`config.mk`:
```
export PLATFORM = sky130hd
export DESIGN_NAME = w3e_top
export DESIGN_NICKNAME = d
export VERILOG_FILES = /design/src/rtl/w3e_pkg.sv /design/src/rtl/w3e_timer.sv /design/src/rtl/w3e_mem.sv /design/src/rtl/w3e_serial.sv /design/src/rtl/w3e_top.sv
export SDC_FILE = /design/constraint.sdc
export NUM_CORES = 2
export LEC_CHECK = 0
export ABC_CLOCK_PERIOD_IN_PS = 10800
export BUFFER_PORTS_ARGS = -buffer_cell sky130_fd_sc_hd__buf_2
export CORE_UTILIZATION = 55
export CTS_CLUSTER_DIAMETER = 60
export DETAILED_ROUTE_END_ITERATION = 8
export GPL_TIMING_DRIVEN = 0
export PLACE_DENSITY = 0.78
export REMOVE_ABC_BUFFERS = 1
export SYNTH_ARGS = -nofsm -noshare
export SYNTH_HDL_FRONTEND = slang
export SYNTH_SLANG_ARGS = --single-unit
```
`constraint.sdc`:
```
create_clock -name clk -period 10.8 [get_ports clk]
set_clock_uncertainty 0.2 [all_clocks]
set_input_delay 2.16 -clock clk [delete_from_list [all_inputs] [get_ports clk]]
set_output_delay 2.16 -clock clk [all_outputs]
set_load 0.01 [all_outputs]
```
`src/rtl/w3e_pkg.sv`:
```
package w3e_pkg;

    localparam int DEF_WORD_W = 16;
    localparam int DEF_WORDS  = 64;

    typedef enum logic [2:0] {
        ST_IDLE,
        ST_CMD,
        ST_DATA,
        ST_READ,
        ST_DONE
    } rx_state_e;

    typedef enum logic [2:0] {
        PEND_NONE,
        PEND_ENABLE,
        PEND_DISABLE,
        PEND_ERASE,
        PEND_WRITE,
        PEND_ERASE_ALL,
        PEND_WRITE_ALL
    } pend_e;

    function automatic logic is_program(pend_e k);
        return (k == PEND_ERASE) || (k == PEND_WRITE) ||
               (k == PEND_ERASE_ALL) || (k == PEND_WRITE_ALL);
    endfunction

endpackage

```
`src/rtl/w3e_timer.sv`:
```
module w3e_timer #(
    parameter int CYCLES = 250000
) (
    input  logic clk,
    input  logic rst,
    input  logic go,
    output logic busy
);
    localparam int CW = $clog2(CYCLES + 1);

    logic [CW-1:0] remain;

    always_ff @(posedge clk) begin
        if (rst)
            remain <= '0;
        else if (go)
            remain <= CW'(CYCLES);
        else if (remain != '0)
            remain <= remain - 1'b1;
    end

    assign busy = (remain != '0);
endmodule

```
`src/rtl/w3e_mem.sv`:
```
module w3e_mem
    import w3e_pkg::*;
#(
    parameter int WORD_W = DEF_WORD_W,
    parameter int WORDS  = DEF_WORDS
) (
    input  logic              clk,
    input  logic              rst,
    input  logic              go,
    input  pend_e             kind,
    input  logic              wide,
    input  logic [$clog2(WORDS):0] addr,
    input  logic [WORD_W-1:0] wdata,
    output logic [WORD_W-1:0] rdata
);
    localparam int WORD_AW = $clog2(WORDS);
    localparam int BYTE_W  = WORD_W / 2;

    logic [WORD_W-1:0]  cells [WORDS];
    logic [WORD_AW-1:0] widx;
    logic [WORD_W-1:0]  src, cur, merged;

    // unit address to word index: 8-bit view uses the upper address bits
    assign widx = wide ? addr[WORD_AW-1:0] : addr[WORD_AW:1];
    assign cur  = cells[widx];
    assign src  = (kind == PEND_ERASE) ? '1 : wdata;

    always_comb begin
        if (wide)
            merged = src;
        else if (addr[0])
            merged = {cur[WORD_W-1:BYTE_W], src[BYTE_W-1:0]};
        else
            merged = {src[BYTE_W-1:0], cur[BYTE_W-1:0]};
    end

    always_ff @(posedge clk) begin
        if (rst) begin
            for (int i = 0; i < WORDS; i++)
                cells[i] <= '1;
        end else if (go) begin
            for (int i = 0; i < WORDS; i++) begin
                case (kind)
                    PEND_ERASE_ALL: cells[i] <= '1;
                    PEND_WRITE_ALL: cells[i] <= wide ? wdata
                                              : {2{wdata[BYTE_W-1:0]}};
                    PEND_ERASE, PEND_WRITE:
                        if (WORD_AW'(i) == widx) cells[i] <= merged;
                    default: ;
                endcase
            end
        end
    end

    // read port: unit data right-aligned, upper byte first in 8-bit view
    always_comb begin
        if (wide)
            rdata = cur;
        else if (addr[0])
            rdata = {{BYTE_W{1'b0}}, cur[BYTE_W-1:0]};
        else
            rdata = {{BYTE_W{1'b0}}, cur[WORD_W-1:BYTE_W]};
    end
endmodule

```
`src/rtl/w3e_serial.sv`:
```
module w3e_serial
    import w3e_pkg::*;
#(
    parameter int WORD_W  = DEF_WORD_W,
    parameter int WORD_AW = 6
) (
    input  logic               clk,
    input  logic               rst,
    input  logic               cs,
    input  logic               sk,
    input  logic               di,
    input  logic               wide,
    input  logic               busy,
    input  logic [WORD_W-1:0]  rd_unit,
    output logic [WORD_AW:0]   unit_addr,
    output logic [WORD_W-1:0]  wr_data,
    output pend_e              pend_kind,
    output logic               prog_go,
    output logic               wel,
    output logic               reading,
    output logic               status_on,
    output logic               rd_bit
);
    localparam int UNIT_AW = WORD_AW + 1;
    localparam int CMD_MAX = 2 + UNIT_AW;
    localparam int CNT_W   = $clog2(WORD_W + CMD_MAX);
    localparam int IW      = $clog2(WORD_W);

    rx_state_e          st;
    logic               cs_q, sk_q, rise, cs_fall;
    logic [CNT_W-1:0]   cnt, cmd_last, data_last;
    logic [CMD_MAX-2:0] sr;
    logic [CMD_MAX-1:0] full;
    logic [1:0]         opc, sel2;
    logic [UNIT_AW-1:0] a_in, next_addr;
    logic [IW-1:0]      bit_idx;

    assign rise    = cs & sk & ~sk_q;
    assign cs_fall = cs_q & ~cs;
    assign full    = {sr, di};

    // field split depends on the organization strap
    assign opc  = wide ? full[CMD_MAX-2 -: 2] : full[CMD_MAX-1 -: 2];
    assign sel2 = wide ? full[WORD_AW-1 -: 2] : full[UNIT_AW-1 -: 2];
    assign a_in = wide ? {1'b0, full[WORD_AW-1:0]} : full[UNIT_AW-1:0];

    assign cmd_last  = wide ? CNT_W'(CMD_MAX - 2) : CNT_W'(CMD_MAX - 1);
    assign data_last = wide ? CNT_W'(WORD_W - 1) : CNT_W'(WORD_W / 2 - 1);
    assign bit_idx   = IW'(data_last - cnt);
    assign next_addr = wide ? {1'b0, unit_addr[WORD_AW-1:0] + 1'b1}
                            : unit_addr + 1'b1;

    assign prog_go = cs_fall && (st == ST_DONE) && is_program(pend_kind)
                     && wel && !busy;
    assign reading = (st == ST_READ);

    always_ff @(posedge clk) begin
        if (rst) begin
            st        <= ST_IDLE;
            cs_q      <= 1'b0;
            sk_q      <= 1'b0;
            cnt       <= '0;
            sr        <= '0;
            unit_addr <= '0;
            wr_data   <= '0;
            pend_kind <= PEND_NONE;
            wel       <= 1'b0;
            status_on <= 1'b0;
            rd_bit    <= 1'b0;
        end else begin
            cs_q <= cs;
            sk_q <= sk;
            if (!cs) begin
                st <= ST_IDLE;
                if (cs_fall && st == ST_DONE && !busy) begin
                    if (pend_kind == PEND_ENABLE)  wel <= 1'b1;
                    if (pend_kind == PEND_DISABLE) wel <= 1'b0;
                end
                if (prog_go) status_on <= 1'b1;
            end else if (rise) begin
                case (st)
                    ST_IDLE: if (!busy && di) begin
                        st        <= ST_CMD;
                        cnt       <= '0;
                        status_on <= 1'b0;
                        pend_kind <= PEND_NONE;
                    end
                    ST_CMD: begin
                        sr  <= full[CMD_MAX-2:0];
                        cnt <= cnt + 1'b1;
                        if (cnt == cmd_last) begin
                            cnt       <= '0;
                            unit_addr <= a_in;
                            case (opc)
                                2'b10: begin st <= ST_READ; rd_bit <= 1'b0; end
                                2'b11: begin st <= ST_DONE; pend_kind <= PEND_ERASE; end
                                2'b01: begin st <= ST_DATA; pend_kind <= PEND_WRITE; end
                                default: case (sel2)
                                    2'b11: begin st <= ST_DONE; pend_kind <= PEND_ENABLE; end
                                    2'b00: begin st <= ST_DONE; pend_kind <= PEND_DISABLE; end
                                    2'b10: begin st <= ST_DONE; pend_kind <= PEND_ERASE_ALL; end
                                    default: begin st <= ST_DATA; pend_kind <= PEND_WRITE_ALL; end
                                endcase
                            endcase
                        end
                    end
                    ST_DATA: begin
                        wr_data <= {wr_data[WORD_W-2:0], di};
                        cnt     <= cnt + 1'b1;
                        if (cnt == data_last) st <= ST_DONE;
                    end
                    ST_READ: begin
                        rd_bit <= rd_unit[bit_idx];
                        if (cnt == data_last) begin
                            cnt       <= '0;
                            unit_addr <= next_addr;
                        end else begin
                            cnt <= cnt + 1'b1;
                        end
                    end
                    default: ;
                endcase
            end
        end
    end
endmodule

```
`src/rtl/w3e_top.sv`:
```
module w3e_top
    import w3e_pkg::*;
#(
    parameter int WORD_W      = DEF_WORD_W,
    parameter int WORDS       = DEF_WORDS,
    parameter int PROG_CYCLES = 250000   // 5 ms at a 50 MHz system clock
) (
    input  logic clk,
    input  logic rst,
    input  logic cs,
    input  logic sk,
    input  logic di,
    input  logic org_wide,
    output logic sdo,
    output logic sdo_oe
);
    localparam int WORD_AW = $clog2(WORDS);

    logic [WORD_AW:0]  unit_addr;
    logic [WORD_W-1:0] wr_data, rd_unit;
    pend_e             pend_kind;
    logic              prog_go, wel, reading, status_on, rd_bit, busy;

    w3e_serial #(.WORD_W(WORD_W), .WORD_AW(WORD_AW)) u_serial (
        .clk(clk), .rst(rst), .cs(cs), .sk(sk), .di(di), .wide(org_wide),
        .busy(busy), .rd_unit(rd_unit), .unit_addr(unit_addr),
        .wr_data(wr_data), .pend_kind(pend_kind), .prog_go(prog_go),
        .wel(wel), .reading(reading), .status_on(status_on), .rd_bit(rd_bit)
    );

    w3e_mem #(.WORD_W(WORD_W), .WORDS(WORDS)) u_mem (
        .clk(clk), .rst(rst), .go(prog_go), .kind(pend_kind),
        .wide(org_wide), .addr(unit_addr), .wdata(wr_data), .rdata(rd_unit)
    );

    w3e_timer #(.CYCLES(PROG_CYCLES)) u_timer (
        .clk(clk), .rst(rst), .go(prog_go), .busy(busy)
    );

    assign sdo_oe = cs & (reading | status_on);
    assign sdo    = sdo_oe & (reading ? rd_bit : ~busy);
endmodule

```
==> results.md <==
* Total Nets Final at 4833
* Data required, critical path at 11.02 ns
* TritonCTS clock tree: done
* Fillers at 7966
* Routability cong. at 0.973
* Cts hold-fix bufs at 0
* Post-route ant nets at 0
* Via density per instance at 7.62
* Max Root-Sink Buffers at 3
* Library cells used by synthesis at 77
* Skew-Pair Late Insertion Delay at 0.73 ns
* Width of the chip at 334 µm
* Initial Util at 55.5%
* First drt pass iteration count at 9
* Max Fclk at 128 MHz
* #FFs+latches synth at 1089
* Slowest cell on the critical path: and2_4
* Hold Path End: u_timer.remain[7]$_SDFFE_PP0P_
* Comb pwr share at 8.6%
* Post-synth ARST share at 0%
* First-pass GRT wire length at 290 mm
* Clock Tree Root: clkbuf_16
* Synth warnings at 0
* Cell Pwr Density at 143 nW/µm²
* Final setup violation count at 0
* Worst reg2reg setup slack at 4.04 ns
* Worst-case reg-to-reg path depth at 13
* Synthesized area per cell at 11.8 µm²
* Worst hold slack at 0.275 ns
* Vias in the first global route at 46500
* Top_reg_cell synth: edfxtp_1
* Largest net degree at the start of global routing at 72
* Psw at 2.36 mW
* Critical path buffers and inverters at 5
* Critical path class: primary input to flop
* Total Wirelength at 200 mm
* Die Area at 111000 µm²
* Maximum VDD drop at 0.156 mV
* Hold path depth at 1
* Clock sink count at 1089
* Via count at 48300
* Setup TNS at 0 ns
* Crit-path max FO at 71
* Clock power frac at 39.6%
* I/O pin count at 8
* Post-CTS setup buffer count at 0
* Power share of the sequential group at 51.8%
* Internal power at 7.23 mW
* Post-synthesis cell count at 5123
* Total Power at 9.59 mW
* Total of max-cap violations at 8
* Die H at 334 µm
* EDFF count, synth at 1024
* Post-DR wirelength/cell at 31.7 µm
* Setup crit start kind: primary input
* Port Buffers at 7
* Critical path cell sequence: buf_4 -> and2_4 -> buf_16 -> buf_16 -> a22oi_1 -> a21oi_1 -> o41ai_1 -> o2111ai_1 -> a21oi_1 -> o22ai_4 -> buf_12 -> buf_16 -> o22ai_1
* CTS Buf Count at 116
* DRC violations left at 0
* Crit share post-route at 72.4%
* Crit path DAT at 8.04 ns
* Remaining Overflow, GRT at 0
* P&R area growth vs syn at 10.8%
* Cell area after synthesis at 60500 µm²
* Slew Viols, Final at 10
* Multi-input gate area at 25800 µm²
* Min-delay src: u_timer.remain[7]$_SDFFE_PP0P_
* Outcome: finished, violations left
* Top delay family on crit path: compound AO/OA/AOI/OAI gates
* Site Rows at 121
* Hold Path Class: flop to flop
* Slew @ Worst Pin at 1.57 ns
* 1st-iter DRT viols at 8122
* Worst setup EP type: flop
* Max incr delay on CP at 0.91 ns
* R2r startpoint: u_serial.unit_addr[1]$_SDFFE_PP0P_
* Storage cell area at 32100 µm²
* RSZ-0062 raised after global routing: no
* Hold Vio Cnt, Final at 0
* Failing checks: max-capacitance violations, max-slew violations
* Switch share at 24.6%
* Clock period minus worst slack at 7.82 ns
* Most common cell on crit path: buf_16
* Final HPWL DP at 126 mm
* Leakage at 19.5 nW
* Core area at 109000 µm²
* Clk pin slew, worst setup/hold paths at 0.06 ns
* # resized after CTS at 0
* H-tree levels at 3
* Layout cells sized above 1 at 10.9%
* Slew Limit Headroom at -5.79%
* Global router's overall resource usage at 34.7%
* Initial antenna violation count at 3
* Reg2reg end: u_mem.cells[42][14]$_SDFFCE_PP1P_
* Seq/Total Area, Yosys at 53.0%
stage by stage:
step | setup WS [ns] | std cells | cell area (µm²) | util (%)
after detailed placement | 2.97 | 6114 | 63400 | 58.2
after floorplan | -43.59 | 4526 | 57400 | -
after CTS | 3.64 | 6328 | 66900 | 61.4
final | 2.98 | 6333 | 67000 | 61.4
after global routing | 3.15 | 6330 | 67000 | 61.4
after global placement | -120.96 | 5947 | 59200 | 54.3
cell usage after synthesis, types with 8 or more instances:
cell	count	area, µm²
a211oi_1	9	67.6
a21oi_1	844	4220
a22oi_1	483	3630
buf_1	45	169
buf_2	266	1330
buf_4	65	488
buf_6	27	304
clkbuf_1	192	721
dfxtp_1	65	1300
edfxtp_1	1024	30700
inv_1	8	30.0
mux2_2	20	225
mux2i_1	981	9820
mux4_2	9	203
nand2_1	109	409
nand2_2	28	175
nand2b_1	36	225
nand3_1	10	50.1
nor2_1	97	364
nor2_2	8	50.1
nor2_4	25	282
nor2b_1	14	87.6
nor3_1	23	115
nor3_4	29	472
nor4_1	23	144
o2111ai_1	16	140
o21ai_0	22	110
o22ai_1	472	2950
o31ai_1	12	90.1
o41ai_1	48	420
xnor2_1	11	96.3
worst max-delay path by stage:
stage	from	to	slack [ns]	cells past startpoint
floorplan	u_serial.unit_addr[1]$_SDFFE_PP0P_	u_mem.cells[34][10]$_SDFFCE_PP1P_	-43.59	8
global placement	u_serial.unit_addr[1]$_SDFFE_PP0P_	u_mem.cells[42][12]$_SDFFCE_PP1P_	-120.96	8
detailed placement	org_wide	u_mem.cells[61][14]$_SDFFCE_PP1P_	2.97	7
CTS	org_wide	u_mem.cells[61][14]$_SDFFCE_PP1P_	3.64	7
global route	org_wide	u_mem.cells[42][14]$_SDFFCE_PP1P_	3.15	13
finish	org_wide	u_mem.cells[42][14]$_SDFFCE_PP1P_	2.98	13
layout by cell type (no fill, tap or decap), types with 22 or more instances in the layout:
cell type,n
nand2b_1,36
buf_8,45
mux2i_1,981
buf_16,83
nor2_1,86
nand2_1,107
nand2_2,29
buf_12,39
clkbuf_16,117
o22ai_1,467
nor3_1,22
edfxtp_1,1024
dfxtp_1,63
nor4_1,23
clkbuf_1,33
a21oi_1,844
o41ai_1,45
nor3_4,29
a22oi_1,483
nor2_4,36
flip-flops by register name (all words and copies together) (netlist names), 3 cells and up:
register	flops
u_mem.cells	1024
u_timer.remain	18
u_serial.wr_data	16
u_serial.sr	8
u_serial.unit_addr	7
u_serial.cnt	5
u_serial.pend_kind	3
u_serial.st	3
power by group through the flow:
stage          combinational [mW]  clock, mW  sequential (mW)
3_3_place_gp                0.721          0             5.03
4_1_cts                     0.793       3.78             4.96
5_1_grt                     0.859       3.94             4.99
6_report                    0.822       3.80             4.97
2_1_floorplan               0.498          0             5.01
3_5_place_dp                0.786          0             5.05
routing by layer:
metal | share of wire (%) | vias to the layer above | global-route usage [%]
li1 | - | 19800 | -
met2 | 44 | 4074 | 52.3
met1 | 34 | 23400 | 43.7
met5 | 0.043 | - | 0.304
met4 | 7.7 | 8 | 22.6
met3 | 14 | 910 | 10.1
layout make-up:
cell class	count	share of cell area [%]
antenna	3	0.0112
clock buffer	161	4.78
clock inverter	53	0.519
inverter	8	0.0448
multi-input combinational	3429	38.5
sequential	1089	47.9
tap	1414	2.64
timing repair buffer	176	5.67
cell families after synthesis:
family	after synthesis	share of synthesized area, %
mux	1010	16.9
compound gates	1943	19.9
xor+xnor	15	0.217
simple gates	454	4.70
fa+ha+maj	7	0.145
buf+inv	605	5.09
flops	1089	53.0
Power figures use the tool's default switching activity.
